<file path="config.mk">
export PLATFORM = sky130hd
export DESIGN_NAME = boot_loader
export DESIGN_NICKNAME = d
export VERILOG_FILES = /design/src/rtl/bootld_pkg.sv /design/src/rtl/bootld_seq.sv /design/src/rtl/bootld_ctr.sv /design/src/rtl/bootld_wr.sv /design/src/rtl/boot_loader.sv
export SDC_FILE = /design/constraint.sdc
export NUM_CORES = 1
export LEC_CHECK = 0
export ABC_AREA = 1
export BUFFER_PORTS_ARGS = -buffer_cell sky130_fd_sc_hd__buf_4
export CAP_MARGIN = 20
export CORE_ASPECT_RATIO = 0.9
export CORE_MARGIN = 2
export CORE_UTILIZATION = 25
export DETAILED_ROUTE_END_ITERATION = 16
export GPL_ROUTABILITY_DRIVEN = 0
export PLACE_DENSITY = 0.49
export REMOVE_ABC_BUFFERS = 1
export SYNTH_ARGS = -nofsm -noshare
export SYNTH_HDL_FRONTEND = slang
export SYNTH_SLANG_ARGS = --single-unit
</file>
<file path="constraint.sdc">
create_clock -name clk -period 2.4 [get_ports clk]
set_input_delay 0.24 -clock clk [delete_from_list [all_inputs] [get_ports clk]]
set_output_delay 0.24 -clock clk [all_outputs]
set_load 0.1 [all_outputs]
</file>
<file path="src/rtl/bootld_pkg.sv">
// Package: shared widths, parser state and block-kind record for the boot loader.
// Assumes the stream geometry of 8-bit bytes, 24-bit addresses and words, and 16-bit counts.
package bootld_pkg;
    parameter int BYTE_W = 8;
    parameter int ADDR_W = 24;
    parameter int DATA_W = 24;
    parameter int CNT_W  = 16;

    typedef enum logic [2:0] {
        ST_CTRL,
        ST_HDR,
        ST_DATA,
        ST_FILL,
        ST_DONE,
        ST_ERR
    } ld_state_e;

    typedef struct packed {
        logic narrow;     // 16-bit words
        logic last_blk;   // final block of the stream
        logic zero;       // zero-fill, no payload bytes
    } blk_kind_t;
endpackage

</file>
<file path="src/rtl/bootld_seq.sv">
// Module: byte parser. It skips the control word, collects header fields,
// classifies the block and assembles payload words from the stream bytes.
// Assumes the 24-bit address is three bytes and a count is two bytes.
// Emits a step pulse for every word to write (payload or zero fill).
module bootld_seq
    import bootld_pkg::*;
#(
    parameter int BW = BYTE_W,
    parameter int AW = ADDR_W,
    parameter int DW = DATA_W,
    parameter int CW = CNT_W
) (
    input  logic          clk,
    input  logic          rst_n,
    input  logic          ws_absent,
    input  logic [BW-1:0] in_byte,
    input  logic          in_valid,
    input  logic          last_word,
    output logic          in_ready,
    output logic          hdr_load,
    output logic [AW-1:0] hdr_addr,
    output logic [CW-1:0] hdr_cnt,
    output logic          step,
    output logic          fill,
    output logic [DW-1:0] word_data,
    output blk_kind_t     kind,
    output ld_state_e     state
);
    localparam int IDX_W = 3;
    localparam logic [IDX_W-1:0] HDR_LAST = IDX_W'(7);
    localparam logic [2*BW-1:0]  FLAG_MAX = (2*BW)'(7);

    logic [IDX_W-1:0] byte_idx;
    logic [BW-1:0]    flag_lo, flag_hi, addr_lo, addr_mid, addr_hi, cnt_lo;
    logic [BW-1:0]    d_lo, d_mid;
    logic             take, hdr_end, reserved, word_end;
    logic [IDX_W-1:0] ctrl_last, word_last;

    // Byte acceptance and field decode from the current state.
    always_comb begin
        in_ready  = (state == ST_CTRL) || (state == ST_HDR) || (state == ST_DATA);
        take      = in_valid && in_ready;
        ctrl_last = ws_absent ? IDX_W'(0) : IDX_W'(1);
        word_last = kind.narrow ? IDX_W'(1) : IDX_W'(2);
        hdr_end   = take && (state == ST_HDR) && (byte_idx == HDR_LAST);
        reserved  = {flag_hi, flag_lo} > FLAG_MAX;
        hdr_addr  = {addr_hi, addr_mid, addr_lo};
        hdr_cnt   = {in_byte, cnt_lo};
        hdr_load  = hdr_end && !reserved && (hdr_cnt != '0);
        word_end  = take && (state == ST_DATA) && (byte_idx == word_last);
        fill      = (state == ST_FILL);
        step      = word_end || fill;
        word_data = kind.narrow ? {{BW{1'b0}}, in_byte, d_lo} : {in_byte, d_mid, d_lo};
    end

    // Parser state, byte index and captured header/payload bytes.
    always_ff @(posedge clk) begin
        if (!rst_n) begin
            state    <= ST_CTRL;
            byte_idx <= '0;
            kind     <= '0;
            flag_lo  <= '0;
            flag_hi  <= '0;
            addr_lo  <= '0;
            addr_mid <= '0;
            addr_hi  <= '0;
            cnt_lo   <= '0;
            d_lo     <= '0;
            d_mid    <= '0;
        end else begin
            case (state)
                ST_CTRL: if (take) begin
                    if (byte_idx == ctrl_last) begin
                        state    <= ST_HDR;
                        byte_idx <= '0;
                    end else begin
                        byte_idx <= byte_idx + 1'b1;
                    end
                end
                ST_HDR: if (take) begin
                    case (byte_idx)
                        3'd0:    flag_lo  <= in_byte;
                        3'd1:    flag_hi  <= in_byte;
                        3'd2:    addr_lo  <= in_byte;
                        3'd3:    addr_mid <= in_byte;
                        3'd4:    addr_hi  <= in_byte;
                        3'd6:    cnt_lo   <= in_byte;
                        default: ;
                    endcase
                    if (hdr_end) begin
                        byte_idx      <= '0;
                        kind.narrow   <= flag_lo[0];
                        kind.last_blk <= flag_lo[1];
                        kind.zero     <= flag_lo[2];
                        if (reserved)
                            state <= ST_ERR;
                        else if (hdr_cnt == '0)
                            state <= flag_lo[1] ? ST_DONE : ST_HDR;
                        else
                            state <= flag_lo[2] ? ST_FILL : ST_DATA;
                    end else begin
                        byte_idx <= byte_idx + 1'b1;
                    end
                end
                ST_DATA: if (take) begin
                    if (word_end) begin
                        byte_idx <= '0;
                        if (last_word)
                            state <= kind.last_blk ? ST_DONE : ST_HDR;
                    end else begin
                        byte_idx <= byte_idx + 1'b1;
                        if (byte_idx == '0) d_lo  <= in_byte;
                        else                d_mid <= in_byte;
                    end
                end
                ST_FILL: if (last_word)
                    state <= kind.last_blk ? ST_DONE : ST_HDR;
                default: ;
            endcase
        end
    end
endmodule

</file>
<file path="src/rtl/bootld_ctr.sv">
// Module: block address and remaining-word counter.
// Loads on a non-empty header; each step advances the address and consumes one word.
// Assumes load and step never coincide (a header is never parsed mid-block).
module bootld_ctr #(
    parameter int AW = 24,
    parameter int CW = 16
) (
    input  logic          clk,
    input  logic          rst_n,
    input  logic          load,
    input  logic [AW-1:0] load_addr,
    input  logic [CW-1:0] load_cnt,
    input  logic          step,
    output logic [AW-1:0] cur_addr,
    output logic          last_word
);
    logic [CW-1:0] remain;

    // Flags the word now being produced as the block's last.
    always_comb last_word = (remain == CW'(1));

    // Address and remaining count bookkeeping.
    always_ff @(posedge clk) begin
        if (!rst_n) begin
            cur_addr <= '0;
            remain   <= '0;
        end else if (load) begin
            cur_addr <= load_addr;
            remain   <= load_cnt;
        end else if (step) begin
            cur_addr <= cur_addr + 1'b1;
            remain   <= remain - 1'b1;
        end
    end
endmodule

</file>
<file path="src/rtl/bootld_wr.sv">
// Module: registered memory write port.
// Captures one write per step; zero-fill steps force the data to zero.
// Assumes the address presented with step is the address to write.
module bootld_wr #(
    parameter int AW = 24,
    parameter int DW = 24
) (
    input  logic          clk,
    input  logic          rst_n,
    input  logic          step,
    input  logic          fill,
    input  logic          narrow,
    input  logic [AW-1:0] addr,
    input  logic [DW-1:0] data,
    output logic          wr_en,
    output logic [AW-1:0] wr_addr,
    output logic [DW-1:0] wr_data,
    output logic          wr_wide
);
    // Output register stage for the write strobe and its payload.
    always_ff @(posedge clk) begin
        if (!rst_n) begin
            wr_en   <= 1'b0;
            wr_addr <= '0;
            wr_data <= '0;
            wr_wide <= 1'b0;
        end else begin
            wr_en <= step;
            if (step) begin
                wr_addr <= addr;
                wr_data <= fill ? '0 : data;
                wr_wide <= !narrow;
            end
        end
    end
endmodule

</file>
<file path="src/rtl/boot_loader.sv">
// Module: top of the byte-serial boot stream loader.
// Parses control word, headers and payloads, and drives a registered write port.
// Assumes ws_absent is stable from reset until done or error.
module boot_loader
    import bootld_pkg::*;
#(
    parameter int BW = BYTE_W,
    parameter int AW = ADDR_W,
    parameter int DW = DATA_W,
    parameter int CW = CNT_W
) (
    input  logic          clk,
    input  logic          rst_n,
    input  logic          ws_absent,
    input  logic [BW-1:0] in_byte,
    input  logic          in_valid,
    output logic          in_ready,
    output logic          wr_en,
    output logic [AW-1:0] wr_addr,
    output logic [DW-1:0] wr_data,
    output logic          wr_wide,
    output logic          boot_done,
    output logic          boot_err
);
    logic          hdr_load, step, fill, last_word;
    logic [AW-1:0] hdr_addr, cur_addr;
    logic [CW-1:0] hdr_cnt;
    logic [DW-1:0] word_data;
    blk_kind_t     kind;
    ld_state_e     state;

    bootld_seq #(.BW(BW), .AW(AW), .DW(DW), .CW(CW)) u_seq (
        .clk(clk), .rst_n(rst_n), .ws_absent(ws_absent),
        .in_byte(in_byte), .in_valid(in_valid), .last_word(last_word),
        .in_ready(in_ready), .hdr_load(hdr_load), .hdr_addr(hdr_addr),
        .hdr_cnt(hdr_cnt), .step(step), .fill(fill), .word_data(word_data),
        .kind(kind), .state(state)
    );

    bootld_ctr #(.AW(AW), .CW(CW)) u_ctr (
        .clk(clk), .rst_n(rst_n), .load(hdr_load), .load_addr(hdr_addr),
        .load_cnt(hdr_cnt), .step(step), .cur_addr(cur_addr), .last_word(last_word)
    );

    bootld_wr #(.AW(AW), .DW(DW)) u_wr (
        .clk(clk), .rst_n(rst_n), .step(step), .fill(fill), .narrow(kind.narrow),
        .addr(cur_addr), .data(word_data), .wr_en(wr_en), .wr_addr(wr_addr),
        .wr_data(wr_data), .wr_wide(wr_wide)
    );

    // Terminal status decoded from the parser state.
    always_comb begin
        boot_done = (state == ST_DONE);
        boot_err  = (state == ST_ERR);
    end
endmodule

</file>
==> results.sh <==
export IMPL_outcome="finished clean"
export IMPL_dr_wl_met2_um=9950
export IMPL_via_per_inst=4.41
export IMPL_syn_instance_count=1179
export IMPL_synth_mux_area_frac=0
export IMPL_rows=61
export IMPL_combPwrFrac=0.257
export IMPL_ant_nets=0
export IMPL_synth_distinct_cells=33
export IMPL_crit_arrival_ps=2290
export IMPL_grt_antenna_before_repair=0
export IMPL_cp_required_ps=2700
export IMPL_die_area_sq_um=32600
export IMPL_ir_worst_vdd_uv=536
export IMPL_cts_htree_levels=4
export IMPL_finalHoldViolCount=0
export IMPL_yosys_area_share_simple=0.322
export IMPL_clk_pin_slew_ps=70
export IMPL_drive_gt1_frac=0.117
export IMPL_synthAdderAreaFrac=0.0145
export IMPL_seq_power_share=0.357
export IMPL_num_vias=7270
export IMPL_min_from="in_byte[6]"
export IMPL_drt_iter0_drc=449
export IMPL_place_inst=1617
export IMPL_routed_wl_um=22600
export IMPL_power_frac_clock=0.386
export IMPL_maxCapViolations=0
export IMPL_boundaryPins=65
export IMPL_r2r_slack_ps=410
export IMPL_swShare=0.342
export IMPL_cts_setup_buffers=0
export IMPL_io_buffers=64
export IMPL_rsz0062_at_grt="false"
export IMPL_path_max_fanout=26
export IMPL_cts_tree="done"
export IMPL_power_density_nw_per_um2=900
export IMPL_fin_skew_ps=14.0
export IMPL_numCtsBuffers=17
export IMPL_synth_area_leader_cell="dfxtp_1"
export IMPL_synth_cell_area_sq_um=7790
export IMPL_yosysWarnings=0
export IMPL_synth_seq_cells=162
export IMPL_core_sq_um=30800
export IMPL_r2r_start="u_seq.byte_idx[1]$_SDFFE_PN0P_"
export IMPL_final_setup_viol_count=0
export IMPL_slew_violations=0
export IMPL_die_width_um=190
export IMPL_place_hpwl_um=14900
export IMPL_wl_met1_um=11600
export IMPL_fin_util=0.306
export IMPL_grt_pass1_wl_um=36300
export IMPL_first_pass_iters=5
export IMPL_clockRootBuffer="clkbuf_16"
export IMPL_internal_power_mw=5.57
export IMPL_reg2reg_depth=11
export IMPL_start_util=0.253
export IMPL_drc_errors=0
export IMPL_synth_area_per_cell_sq_um=6.61
export IMPL_hold_class="primary input to flop"
export IMPL_wire_per_inst_um=13.7
export IMPL_antenna_cells=0
export IMPL_areaGrowthSynthToFinish_pct=20.7
export IMPL_grt_max_degree=115
export IMPL_period_share=0.831
export IMPL_synth_top_area_frac=0.416
export IMPL_yosys_area_share_xor_xnor=0.0135
export IMPL_critical_path_class="flop to flop"
export IMPL_nFillCells=3367
export IMPL_overflow=0
export IMPL_slew_limit_headroom=0.576
export IMPL_whs_endpoint="u_wr.wr_data[22]$_SDFFE_PN0P_"
export IMPL_leakage_nw=4.01
export IMPL_cts_sinks=162
export IMPL_synth_area_leaders="dfxtp_1 42%, nand2_1 12%, nor2_1 9.9%"
export IMPL_cp_end_kind="flop"
export IMPL_synth_compound_area_frac=0.135
export IMPL_die_height_um=171
export IMPL_topRoutingLayerUsed="met4"
export IMPL_clock_latency_ps=440
export IMPL_r2r_end="u_ctr.cur_addr[22]$_SDFFE_PN0P_"
export IMPL_hold_depth=3
export IMPL_ys_seq_area_frac=0.416
export IMPL_grt_use_total=0.143
export IMPL_final_cells=1649
export IMPL_clk_path_buf_depth=2
export IMPL_synth_top_family_by_area="simple AND/OR/NAND/NOR gates"
export IMPL_dr_wl_met3_um=836
export IMPL_start_kind="flop"
export IMPL_p_sw_mw=2.90
export IMPL_layout_min_cycle_time_ps=1990
export IMPL_fmax_mhz=502
export IMPL_nets=1248
export IMPL_grt_pass1_vias=6681
export IMPL_cts_resized=0
export IMPL_tightest_slew_ps=636
export IMPL_cts_hold_buf=0
-- worst max-delay path by stage --
stage	from	slack (ps)	depth (start not counted)	to
global route	u_seq.byte_idx[0]$_SDFFE_PN0P_	200	12	u_ctr.remain[7]$_SDFFE_PN0P_
floorplan	u_seq.state[0]$_SDFFE_PN0P_	-350	2	boot_err
finish	u_seq.byte_idx[1]$_SDFFE_PN0P_	410	11	u_ctr.cur_addr[22]$_SDFFE_PN0P_
global placement	u_seq.state[0]$_SDFFE_PN0P_	420	12	u_ctr.cur_addr[3]$_SDFFE_PN0P_
CTS	u_seq.byte_idx[1]$_SDFFE_PN0P_	420	11	u_ctr.cur_addr[23]$_SDFFE_PN0P_
detailed placement	u_seq.byte_idx[1]$_SDFFE_PN0P_	450	11	u_ctr.cur_addr[23]$_SDFFE_PN0P_
-- power groups by stage --
stage	sequential, mW	combinational [mW]	clock [mW]
finish	3.02	2.17	3.27
global route	3.04	2.44	3.46
CTS	3.02	2.18	3.34
detailed placement	3.08	2.17	0
global placement	3.08	2.17	0
floorplan	3.44	1.23	0
-- cell usage in the layout (no fill, tap or decap) --
| cell type | instances |
|---|---|
| a211oi_1 | 1 |
| a21boi_0 | 1 |
| a21oi_1 | 91 |
| and2_1 | 1 |
| buf_12 | 3 |
| buf_4 | 82 |
| bufinv_16 | 7 |
| clkbuf_16 | 17 |
| clkbuf_8 | 1 |
| clkinv_2 | 4 |
| clkinv_4 | 1 |
| clkinvlp_4 | 1 |
| dfxtp_1 | 162 |
| ha_1 | 9 |
| inv_1 | 121 |
| inv_2 | 9 |
| inv_8 | 1 |
| nand2_1 | 258 |
| nand2_2 | 4 |
| nand3_1 | 102 |
| nand3_2 | 4 |
| nand3b_1 | 3 |
| nand4_1 | 8 |
| nand4_2 | 1 |
| nor2_1 | 206 |
| nor2_2 | 5 |
| nor2_4 | 2 |
| nor3_1 | 3 |
| nor3_4 | 1 |
| nor4_1 | 1 |
| o21ai_0 | 99 |
| o21ai_1 | 16 |
| o21ai_4 | 1 |
| or2_1 | 1 |
| or2_2 | 1 |
| xnor2_1 | 5 |
| xor2_1 | 7 |
-- stage by stage --
| step | setup WS, ps | area, sq um | hold slack, ps | TNS (ps) | power, mW |
|---|---|---|---|---|---|
| final | 406 | 9410 | 194 | 0 | 8.46 |
| after floorplan | -349 | 7520 | 338 | -3350 | 4.67 |
| after global placement | 423 | 8710 | 434 | 0 | 5.25 |
| after global routing | 201 | 9410 | 181 | 0 | 8.94 |
| after detailed placement | 451 | 8710 | 437 | 0 | 5.25 |
| after CTS | 416 | 9410 | 173 | 0 | 8.55 |
-- cells by family (layout without fill, tap and decap cells) --
family                     count (synthesis)  in the layout
and+or+nand+nor                          601            601
AOI/OAI and AO/OA                        209            209
buffers and inverters                    186            247
DFF                                      162            162
xor gates and xnor gates                  12             12
adders and majority gates                  9              9
-- critical path, cell delays in order, from the launching register on --
cell and delay [ps]:
dfxtp_1 430, ha_1 210, ha_1 150, nand2_1 100
nor2_4 160, buf_4 150, nand3_2 80, buf_4 270
nand3_1 120, nand2_1 50, nor2_1 80, nor2_1 40
-- per-layer routing --
metal / global-route usage / up-vias
met5: 0 / -
met4: 0.0307 / 0
met3: 0.0316 / 16
met2: 0.221 / 119
met1: 0.202 / 3304
li1: - / 3831
-- cells in the mapped netlist --
cell type / count
clkbuf_1: 27
or2_2: 1
xnor2_1: 5
nand3_2: 4
o21ai_2: 1
nor2_4: 2
nor4_1: 1
buf_6: 1
ha_1: 9
buf_4: 9
or2_1: 1
and2_1: 1
o21ai_1: 16
nand3_1: 102
nor3_1: 3
a21boi_0: 1
inv_2: 9
a211oi_1: 1
o21ai_0: 99
nand4_2: 1
clkbuf_2: 1
a21oi_1: 91
nor2_2: 5
xor2_1: 7
nand3b_1: 3
nand2_2: 4
nor3_4: 1
nand2_1: 258
buf_2: 18
nor2_1: 206
nand4_1: 8
dfxtp_1: 162
inv_1: 121
-- state kept, by name, summed over array words and instances, names as in the netlist --
register        cells
u_ctr.cur_addr     24
u_wr.wr_addr       24
u_wr.wr_data       24
u_ctr.remain       16
u_seq.addr_hi       8
u_seq.addr_lo       8
u_seq.addr_mid      8
u_seq.cnt_lo        8
u_seq.d_lo          8
u_seq.d_mid         8
u_seq.flag_hi       8
u_seq.flag_lo       8
u_seq.byte_idx      3
u_seq.state         3
u_seq.kind          2
u_wr.wr_en          1
u_wr.wr_wide        1
-- cell type report --
type / instances / area (sq um) / area share
Tap cell: 409 / 512 / 0.0544
Clock inverter: 14 / 258 / 0.0274
Clock buffer: 18 / 439 / 0.0467
Sequential cell: 162 / 3240 / 0.345
Multi-Input combinational cell: 831 / 3790 / 0.403
Timing Repair Buffer: 85 / 676 / 0.0718
Inverter: 130 / 488 / 0.0519
Power figures use the tool's default switching activity.
